--- config.mk ---
export PLATFORM = sky130hd
export DESIGN_NAME = evt_intr_router
export DESIGN_NICKNAME = d
export VERILOG_FILES = /design/src/rtl/evr_pkg.sv /design/src/rtl/evr_route.sv /design/src/rtl/evr_slot.sv /design/src/rtl/evr_signal.sv /design/src/rtl/evt_intr_router.sv
export SDC_FILE = /design/constraint.sdc
export NUM_CORES = 1
export LEC_CHECK = 0
export BUFFER_PORTS_ARGS = -buffer_cell sky130_fd_sc_hd__buf_2
export CAP_MARGIN = 20
export CORE_UTILIZATION = 30
export DETAILED_ROUTE_END_ITERATION = 10
export GPL_TIMING_DRIVEN = 1
export HOLD_SLACK_MARGIN = 0.03
export PLACE_DENSITY = 0.59
export SETUP_SLACK_MARGIN = 0.4
export SYNTH_ARGS = -nofsm -noshare
export SYNTH_HDL_FRONTEND = slang
export SYNTH_SLANG_ARGS = --single-unit
--- constraint.sdc ---
create_clock -name clk -period 8.1 [get_ports clk]
set_input_delay 1.62 -clock clk [delete_from_list [all_inputs] [get_ports clk]]
set_output_delay 1.62 -clock clk [all_outputs]
set_load 0.005 [all_outputs]
--- src/rtl/evr_pkg.sv ---
package evr_pkg;
  typedef enum logic [1:0] {
    RT_TARGET = 2'd0,
    RT_FORCE0 = 2'd1,
    RT_DROP   = 2'd2
  } route_kind_e;
endpackage

--- src/rtl/evr_route.sv ---
module evr_route
  import evr_pkg::*;
#(
  parameter int N_INTR = 16,
  parameter int TGT_W  = 5,
  parameter int ID_W   = 4
) (
  input  logic [TGT_W-1:0] ev_target,
  input  logic             msi_on,
  input  logic             msix_on,
  input  logic             compat_mode,
  output route_kind_e      kind,
  output logic [ID_W-1:0]  dest,
  output logic             msg_mode
);
  localparam bit SINGLE = (N_INTR == 1);

  always_comb begin
    msg_mode = msi_on | msix_on;
    kind     = RT_TARGET;
    dest     = ev_target[ID_W-1:0];
    if (SINGLE || (compat_mode && !msg_mode)) begin
      kind = RT_FORCE0;
      dest = '0;
    end else if (32'(ev_target) >= 32'(N_INTR)) begin
      kind = RT_DROP;
      dest = '0;
    end
  end
endmodule

--- src/rtl/evr_slot.sv ---
module evr_slot #(
  parameter int CNT_W = 8
) (
  input  logic             clk,
  input  logic             rst,
  input  logic             hit,
  input  logic             need,
  input  logic             allow,
  input  logic             clr,
  output logic             ip,
  output logic [CNT_W-1:0] cnt,
  output logic             rise,
  output logic             full
);
  logic set_now;

  assign set_now = hit & need & allow;
  assign rise    = set_now & ~ip;
  assign full    = &cnt;

  always_ff @(posedge clk) begin
    if (rst) begin
      ip  <= 1'b0;
      cnt <= '0;
    end else begin
      if (hit) cnt <= cnt + 1'b1;
      if (set_now)  ip <= 1'b1;
      else if (clr) ip <= 1'b0;
    end
  end
endmodule

--- src/rtl/evr_signal.sv ---
module evr_signal #(
  parameter int N_INTR = 16,
  parameter int ID_W   = 4
) (
  input  logic              clk,
  input  logic              rst,
  input  logic              msg_mode,
  input  logic              glob_en,
  input  logic [N_INTR-1:0] intr_en,
  input  logic [N_INTR-1:0] ip,
  input  logic [N_INTR-1:0] rise,
  output logic              vec_valid,
  output logic [ID_W-1:0]   vec_index,
  output logic              pin_irq
);
  localparam logic [N_INTR-1:0] PIN_ELIG = N_INTR'(1);

  logic [ID_W-1:0] rise_idx;

  always_comb begin
    rise_idx = '0;
    for (int i = 0; i < N_INTR; i++) begin
      if (rise[i]) rise_idx = ID_W'(i);
    end
  end

  always_ff @(posedge clk) begin
    if (rst) begin
      vec_valid <= 1'b0;
      vec_index <= '0;
      pin_irq   <= 1'b0;
    end else begin
      vec_valid <= msg_mode & (|rise);
      vec_index <= rise_idx;
      pin_irq   <= ~msg_mode & glob_en & (|(ip & intr_en & PIN_ELIG));
    end
  end
endmodule

--- src/rtl/evt_intr_router.sv ---
module evt_intr_router
  import evr_pkg::*;
#(
  parameter int N_INTR = 16,
  parameter int TGT_W  = 5,
  parameter int CNT_W  = 8,
  parameter int ID_W   = (N_INTR > 1) ? $clog2(N_INTR) : 1
) (
  input  logic                    clk,
  input  logic                    rst,
  input  logic                    ev_valid,
  output logic                    ev_ready,
  input  logic [TGT_W-1:0]        ev_target,
  input  logic                    ev_need_irq,
  input  logic                    glob_en,
  input  logic [N_INTR-1:0]       intr_en,
  input  logic                    msi_on,
  input  logic                    msix_on,
  input  logic                    compat_mode,
  input  logic [N_INTR-1:0]       ip_clear,
  output logic [N_INTR-1:0]       ip_flags,
  output logic [N_INTR*CNT_W-1:0] pend_cnt,
  output logic                    vec_valid,
  output logic [ID_W-1:0]         vec_index,
  output logic                    pin_irq
);
  route_kind_e       kind;
  logic [ID_W-1:0]   dest;
  logic              msg_mode;
  logic [N_INTR-1:0] full;
  logic [N_INTR-1:0] rise;
  logic              take;

  evr_route #(.N_INTR(N_INTR), .TGT_W(TGT_W), .ID_W(ID_W)) u_route (
    .ev_target   (ev_target),
    .msi_on      (msi_on),
    .msix_on     (msix_on),
    .compat_mode (compat_mode),
    .kind        (kind),
    .dest        (dest),
    .msg_mode    (msg_mode)
  );

  assign ev_ready = ~((kind != RT_DROP) & full[dest]);
  assign take     = ev_valid & ev_ready & (kind != RT_DROP);

  for (genvar i = 0; i < N_INTR; i++) begin : g_slot
    logic hit_i;
    logic allow_i;
    assign hit_i   = take & (dest == ID_W'(i));
    assign allow_i = glob_en & intr_en[i] & (msg_mode | (i == 0));
    evr_slot #(.CNT_W(CNT_W)) u_slot (
      .clk   (clk),
      .rst   (rst),
      .hit   (hit_i),
      .need  (ev_need_irq),
      .allow (allow_i),
      .clr   (ip_clear[i]),
      .ip    (ip_flags[i]),
      .cnt   (pend_cnt[i*CNT_W +: CNT_W]),
      .rise  (rise[i]),
      .full  (full[i])
    );
  end

  evr_signal #(.N_INTR(N_INTR), .ID_W(ID_W)) u_signal (
    .clk       (clk),
    .rst       (rst),
    .msg_mode  (msg_mode),
    .glob_en   (glob_en),
    .intr_en   (intr_en),
    .ip        (ip_flags),
    .rise      (rise),
    .vec_valid (vec_valid),
    .vec_index (vec_index),
    .pin_irq   (pin_irq)
  );
endmodule

==> flow_results.org <==
** Synthesis
- Number of library cell types mapped by synthesis :: 71
- Average instance area after synthesis :: 8.61 um2
- Async set-reset flop share out of synthesis :: 0
- Synthesis produced a netlist with a net count of 946.
- The mapped netlist covers 0.00762 mm2.
- Register area share after synthesis :: 0.394
- Number of synthesized flops with an enable pin :: 0
- Warnings from Yosys :: 0
- After synthesis the netlist holds a flip-flop and latch count of 150.
- Most common flop cell mapped by yosys :: sky130_fd_sc_hd__dfxtp_1
- Mapped Cells :: 885

** Drt
- Total wirelength of the detailed-routed design :: 25400 um
- Number of design rule violations left after detail routing :: 0
- Drt wl/cell :: 18.4 um
- Drt first pass iters :: 5
- The detailed router finished its first iteration with 471 violations.
- Antenna-violating nets left :: 0
- Vias :: 7327
- Using the TritonRoute via totals, the vias-per-cell ratio works out to 5.31.

** Cells and area
- Final std cells w/o fill :: 1381
- The net count of the finished layout is 1105.
- Compared with the post-synthesis result, the final layout area differs by 22.6%.
- Multi-input gate area in the final layout :: 0.00426 mm2
- The repair_antennas step left the layout with diodes totalling 0.
- In the final layout, the share of cells above drive strength 1 is 0.252.
- The layout has 2541 filler cells.
- Sequential cell area in the final layout :: 0.00300 mm2

** Clock network
- TritonCTS buffer count :: 17
- Worst-skew pair later-pin latency :: 0.43 ns
- Sink count of the clock tree :: 150
- CTS H-Tree Depth :: 4
- Library cell used as clock root buffer :: sky130_fd_sc_hd__clkbuf_16
- Post-CTS repair changed the size of 0 cells.
- Post-cts hold buffer count :: 0
- Post-CTS timing repair inserted 0 buffers for setup.
- After clock tree synthesis, the clock-pin slew on the worst setup and hold paths is 0.06 ns.
- TritonCTS built the clock tree.
- The clock passes through at most 2 buffers.

** GRT
- Largest net degree at the start of global routing :: 87
- Congestion Overflow GR :: 0
- In the global route stage, overall resource usage came out at 0.194.
- Wire length of the first global-routing pass :: 39000 um
- Antenna violations before repair :: 0
- Number of global-route vias before repair :: 6789

** Placement
- Count of placed standard cells including taps :: 1349
- At the end of routability-driven placement, the weighted congestion stood at 0.860.
- Detailed placement ended at an HPWL of 18400 um.
- Input and output buffers added on the ports amount to 195.

** Floorplanning
- For this configuration, the core starts out at a cell density of 0.310.
- Count of standard-cell rows :: 57
- Die width :: 161 um
- Die area :: 0.0260 mm2
- 196 I/O pins were placed.
- The die is 161 um tall.
- The core region is 0.0246 mm2.

** STA
- Setup repair after global routing left no endpoint under its margin.
- Final Max Tran Viols :: 0
- Based on the critical path, the design can be clocked at up to 182 MHz.
- Post-Route Hold Slack :: 0.488 ns
- Final setup violation count :: 0
- For the pin with the worst max-slew slack, the measured transition is 0.939 ns.
- For the finished layout, the period the worst path requires is 5.49 ns.
- Measured against its own limit, the worst slew margin works out to 0.370.
- The count of final hold-check violations came to 0.
- After routing, the total negative slack on setup checks comes to 0 ns.
- Worst setup skew after layout :: 0.00953 ns
- Post-route clock period utilization :: 0.678

** Critical path
- The most numerous cell type found on the critical path is sky130_fd_sc_hd__buf_2.
- Max incr delay on CP :: 0.68 ns
- Worst path buffer plus inverter count :: 2
- Worst Path Class, Setup :: input pin to output pin
- Worst endpoint data arrival time :: 3.87 ns
- In this design, the largest share of critical-path delay is due to simple AND/OR/NAND/NOR gates.
- The signal on the critical path passes through buf_2 -> nor3b_2 -> nor3_2 -> a41oi_1 -> nor4_1 -> o22ai_4 -> nor2_1 -> nand2_1 -> buf_2.
- STA classifies the critical path endpoint as an output pin.
- Along the worst path, the maximum fanout reaches 10.
- Setup crit start kind :: input pin
- At the worst endpoint, the required time is 6.48 ns.
- Crit path max-delay cell type :: sky130_fd_sc_hd__nor3_2

** Power and ir drop
- Areal power density over the cells :: 183 mW/mm2
- In this run the static leakage power is 3.74 nW.
- IR analysis of the VDD net gives a maximum drop of 0.111 mV.

** Job
- Max Cap Violations :: 0

** Worst hold path
- Hold Crit Class :: register to register

** Status
- The run finished with clean final reports.
worst min-delay path: stages (launching register included):
cell,delay [ns]
sky130_fd_sc_hd__dfxtp_1,0.33
sky130_fd_sc_hd__o31ai_1,0.06
sky130_fd_sc_hd__a21oi_1,0.05
routing by layer:
layer | routed length [um] | GRT usage
met5 | 0 | 0
met4 | 480 | 0.0613
met3 | 1670 | 0.0473
met2 | 11700 | 0.313
met1 | 11500 | 0.254
cell families after synthesis:
kind of cell / count (synthesis) / share of synthesized area
simple gates: 359 / 0.253
buf+inv: 70 / 0.0481
flops: 150 / 0.394
compound gates: 225 / 0.203
xor+xnor: 57 / 0.0655
mux: 8 / 0.0110
fa+ha+maj: 16 / 0.0263
sequential cells by signal, indices dropped and copies added, names as in the netlist:
signal,flops
u_signal.vec_index,4
u_signal.pin_irq,1
g_slot.u_slot.ip,16
u_signal.vec_valid,1
g_slot.u_slot.cnt,128
final timing paths:
kind	startpoint	end	slack [ns]	cells past startpoint
worst min register to register	g_slot[3].u_slot.cnt[5]	g_slot[3].u_slot.cnt[5]	0.49	2
worst max register to register	g_slot[9].u_slot.cnt[0]	g_slot[10].u_slot.cnt[1]	4.82	10
worst min-delay path	g_slot[3].u_slot.cnt[5]	g_slot[3].u_slot.cnt[5]	0.49	2
worst max-delay path	compat_mode	ev_ready	2.61	9
cell usage in the layout, fill, tap and decap left out, types with 3 or more instances in the layout:
cell                          n
sky130_fd_sc_hd__nor2b_1     10
sky130_fd_sc_hd__or3_1       43
sky130_fd_sc_hd__and2_1      11
sky130_fd_sc_hd__nor2_2       4
sky130_fd_sc_hd__mux2i_1      5
sky130_fd_sc_hd__o21ai_1      9
sky130_fd_sc_hd__o21ai_2      6
sky130_fd_sc_hd__buf_4        4
sky130_fd_sc_hd__o32ai_1      7
sky130_fd_sc_hd__buf_2      194
sky130_fd_sc_hd__nand2_1     44
sky130_fd_sc_hd__or2_2        4
sky130_fd_sc_hd__and3_1      17
sky130_fd_sc_hd__nand4_1     10
sky130_fd_sc_hd__inv_1       12
sky130_fd_sc_hd__o211ai_1    20
sky130_fd_sc_hd__xor2_1      56
sky130_fd_sc_hd__o21ai_0     44
sky130_fd_sc_hd__a21oi_1     64
sky130_fd_sc_hd__ha_1        16
sky130_fd_sc_hd__nand3_1     44
sky130_fd_sc_hd__o31ai_1     11
sky130_fd_sc_hd__nor4_1       8
sky130_fd_sc_hd__dfxtp_1    150
sky130_fd_sc_hd__nor2_1     104
sky130_fd_sc_hd__clkinv_4     3
sky130_fd_sc_hd__a41oi_1     17
sky130_fd_sc_hd__clkbuf_16   17
sky130_fd_sc_hd__or3b_2       5
sky130_fd_sc_hd__o41ai_1      5
sky130_fd_sc_hd__clkinv_2     3
sky130_fd_sc_hd__bufinv_16    4
sky130_fd_sc_hd__mux2_1       3
sky130_fd_sc_hd__nand3b_1    10
sky130_fd_sc_hd__or4_1       12
sky130_fd_sc_hd__nor3_1       7
sky130_fd_sc_hd__and4_1       5
sky130_fd_sc_hd__o2111ai_1   19
power breakdown:
part | switching, mW | internal [mW] | leakage, nW | total (mW)
logic | 0.0816 | 0.0266 | 2.23 | 0.108
clock network | 0.331 | 0.532 | 0.306 | 0.862
registers | 0.00130 | 0.739 | 1.21 | 0.740
area by class of cell:
class	count	share of cell area
Clock buffer	20	0.0489
Tap cell	324	0.0434
Sequential cell	150	0.321
Clock inverter	12	0.0189
Timing Repair Buffer	198	0.107
Inverter	12	0.00482
Multi-Input combinational cell	665	0.456
stage by stage:
stage,worst slack [ns],total power [mW],cell area [um2],util
4_1_cts,2.60,1.73,9350,0.380
6_report,2.61,1.71,9350,0.380
3_3_place_gp,2.74,0.863,8710,0.354
2_1_floorplan,3.24,0.824,7620,-
3_5_place_dp,2.62,0.864,8710,0.354
5_1_grt,2.39,1.77,9350,0.380
synth_stat cells, drive strengths merged (2+ instances only):
cell type / instances / area [um2]
or4: 12 / 90.1
nor3b: 4 / 40.0
a32oi: 2 / 17.5
o31ai: 11 / 82.6
clkbuf: 23 / 86.3
nor2b: 10 / 62.6
buf: 35 / 235
a41oi: 17 / 149
nand3b: 10 / 75.1
o32ai: 7 / 61.3
and4: 5 / 43.8
ha: 16 / 200
o32a: 2 / 20.0
and2: 11 / 68.8
or3b: 6 / 52.6
nor3: 8 / 45.0
nand3: 45 / 230
nand4: 10 / 62.6
a31oi: 2 / 12.5
o22ai: 2 / 32.5
a21oi: 64 / 320
dfxtp: 150 / 3000
xor2: 56 / 490
nor4: 10 / 75.1
mux2: 3 / 33.8
inv: 12 / 45.0
and3: 17 / 106
o41ai: 5 / 43.8
o211ai: 23 / 205
mux2i: 5 / 50.1
or3: 43 / 269
nand2: 48 / 200
or2: 7 / 46.3
o21ba: 2 / 20.0
o31a: 2 / 17.5
o2111ai: 19 / 166
nor2: 108 / 415
o21ai: 60 / 334
No activity file was read; power rests on OpenSTA's default activity.
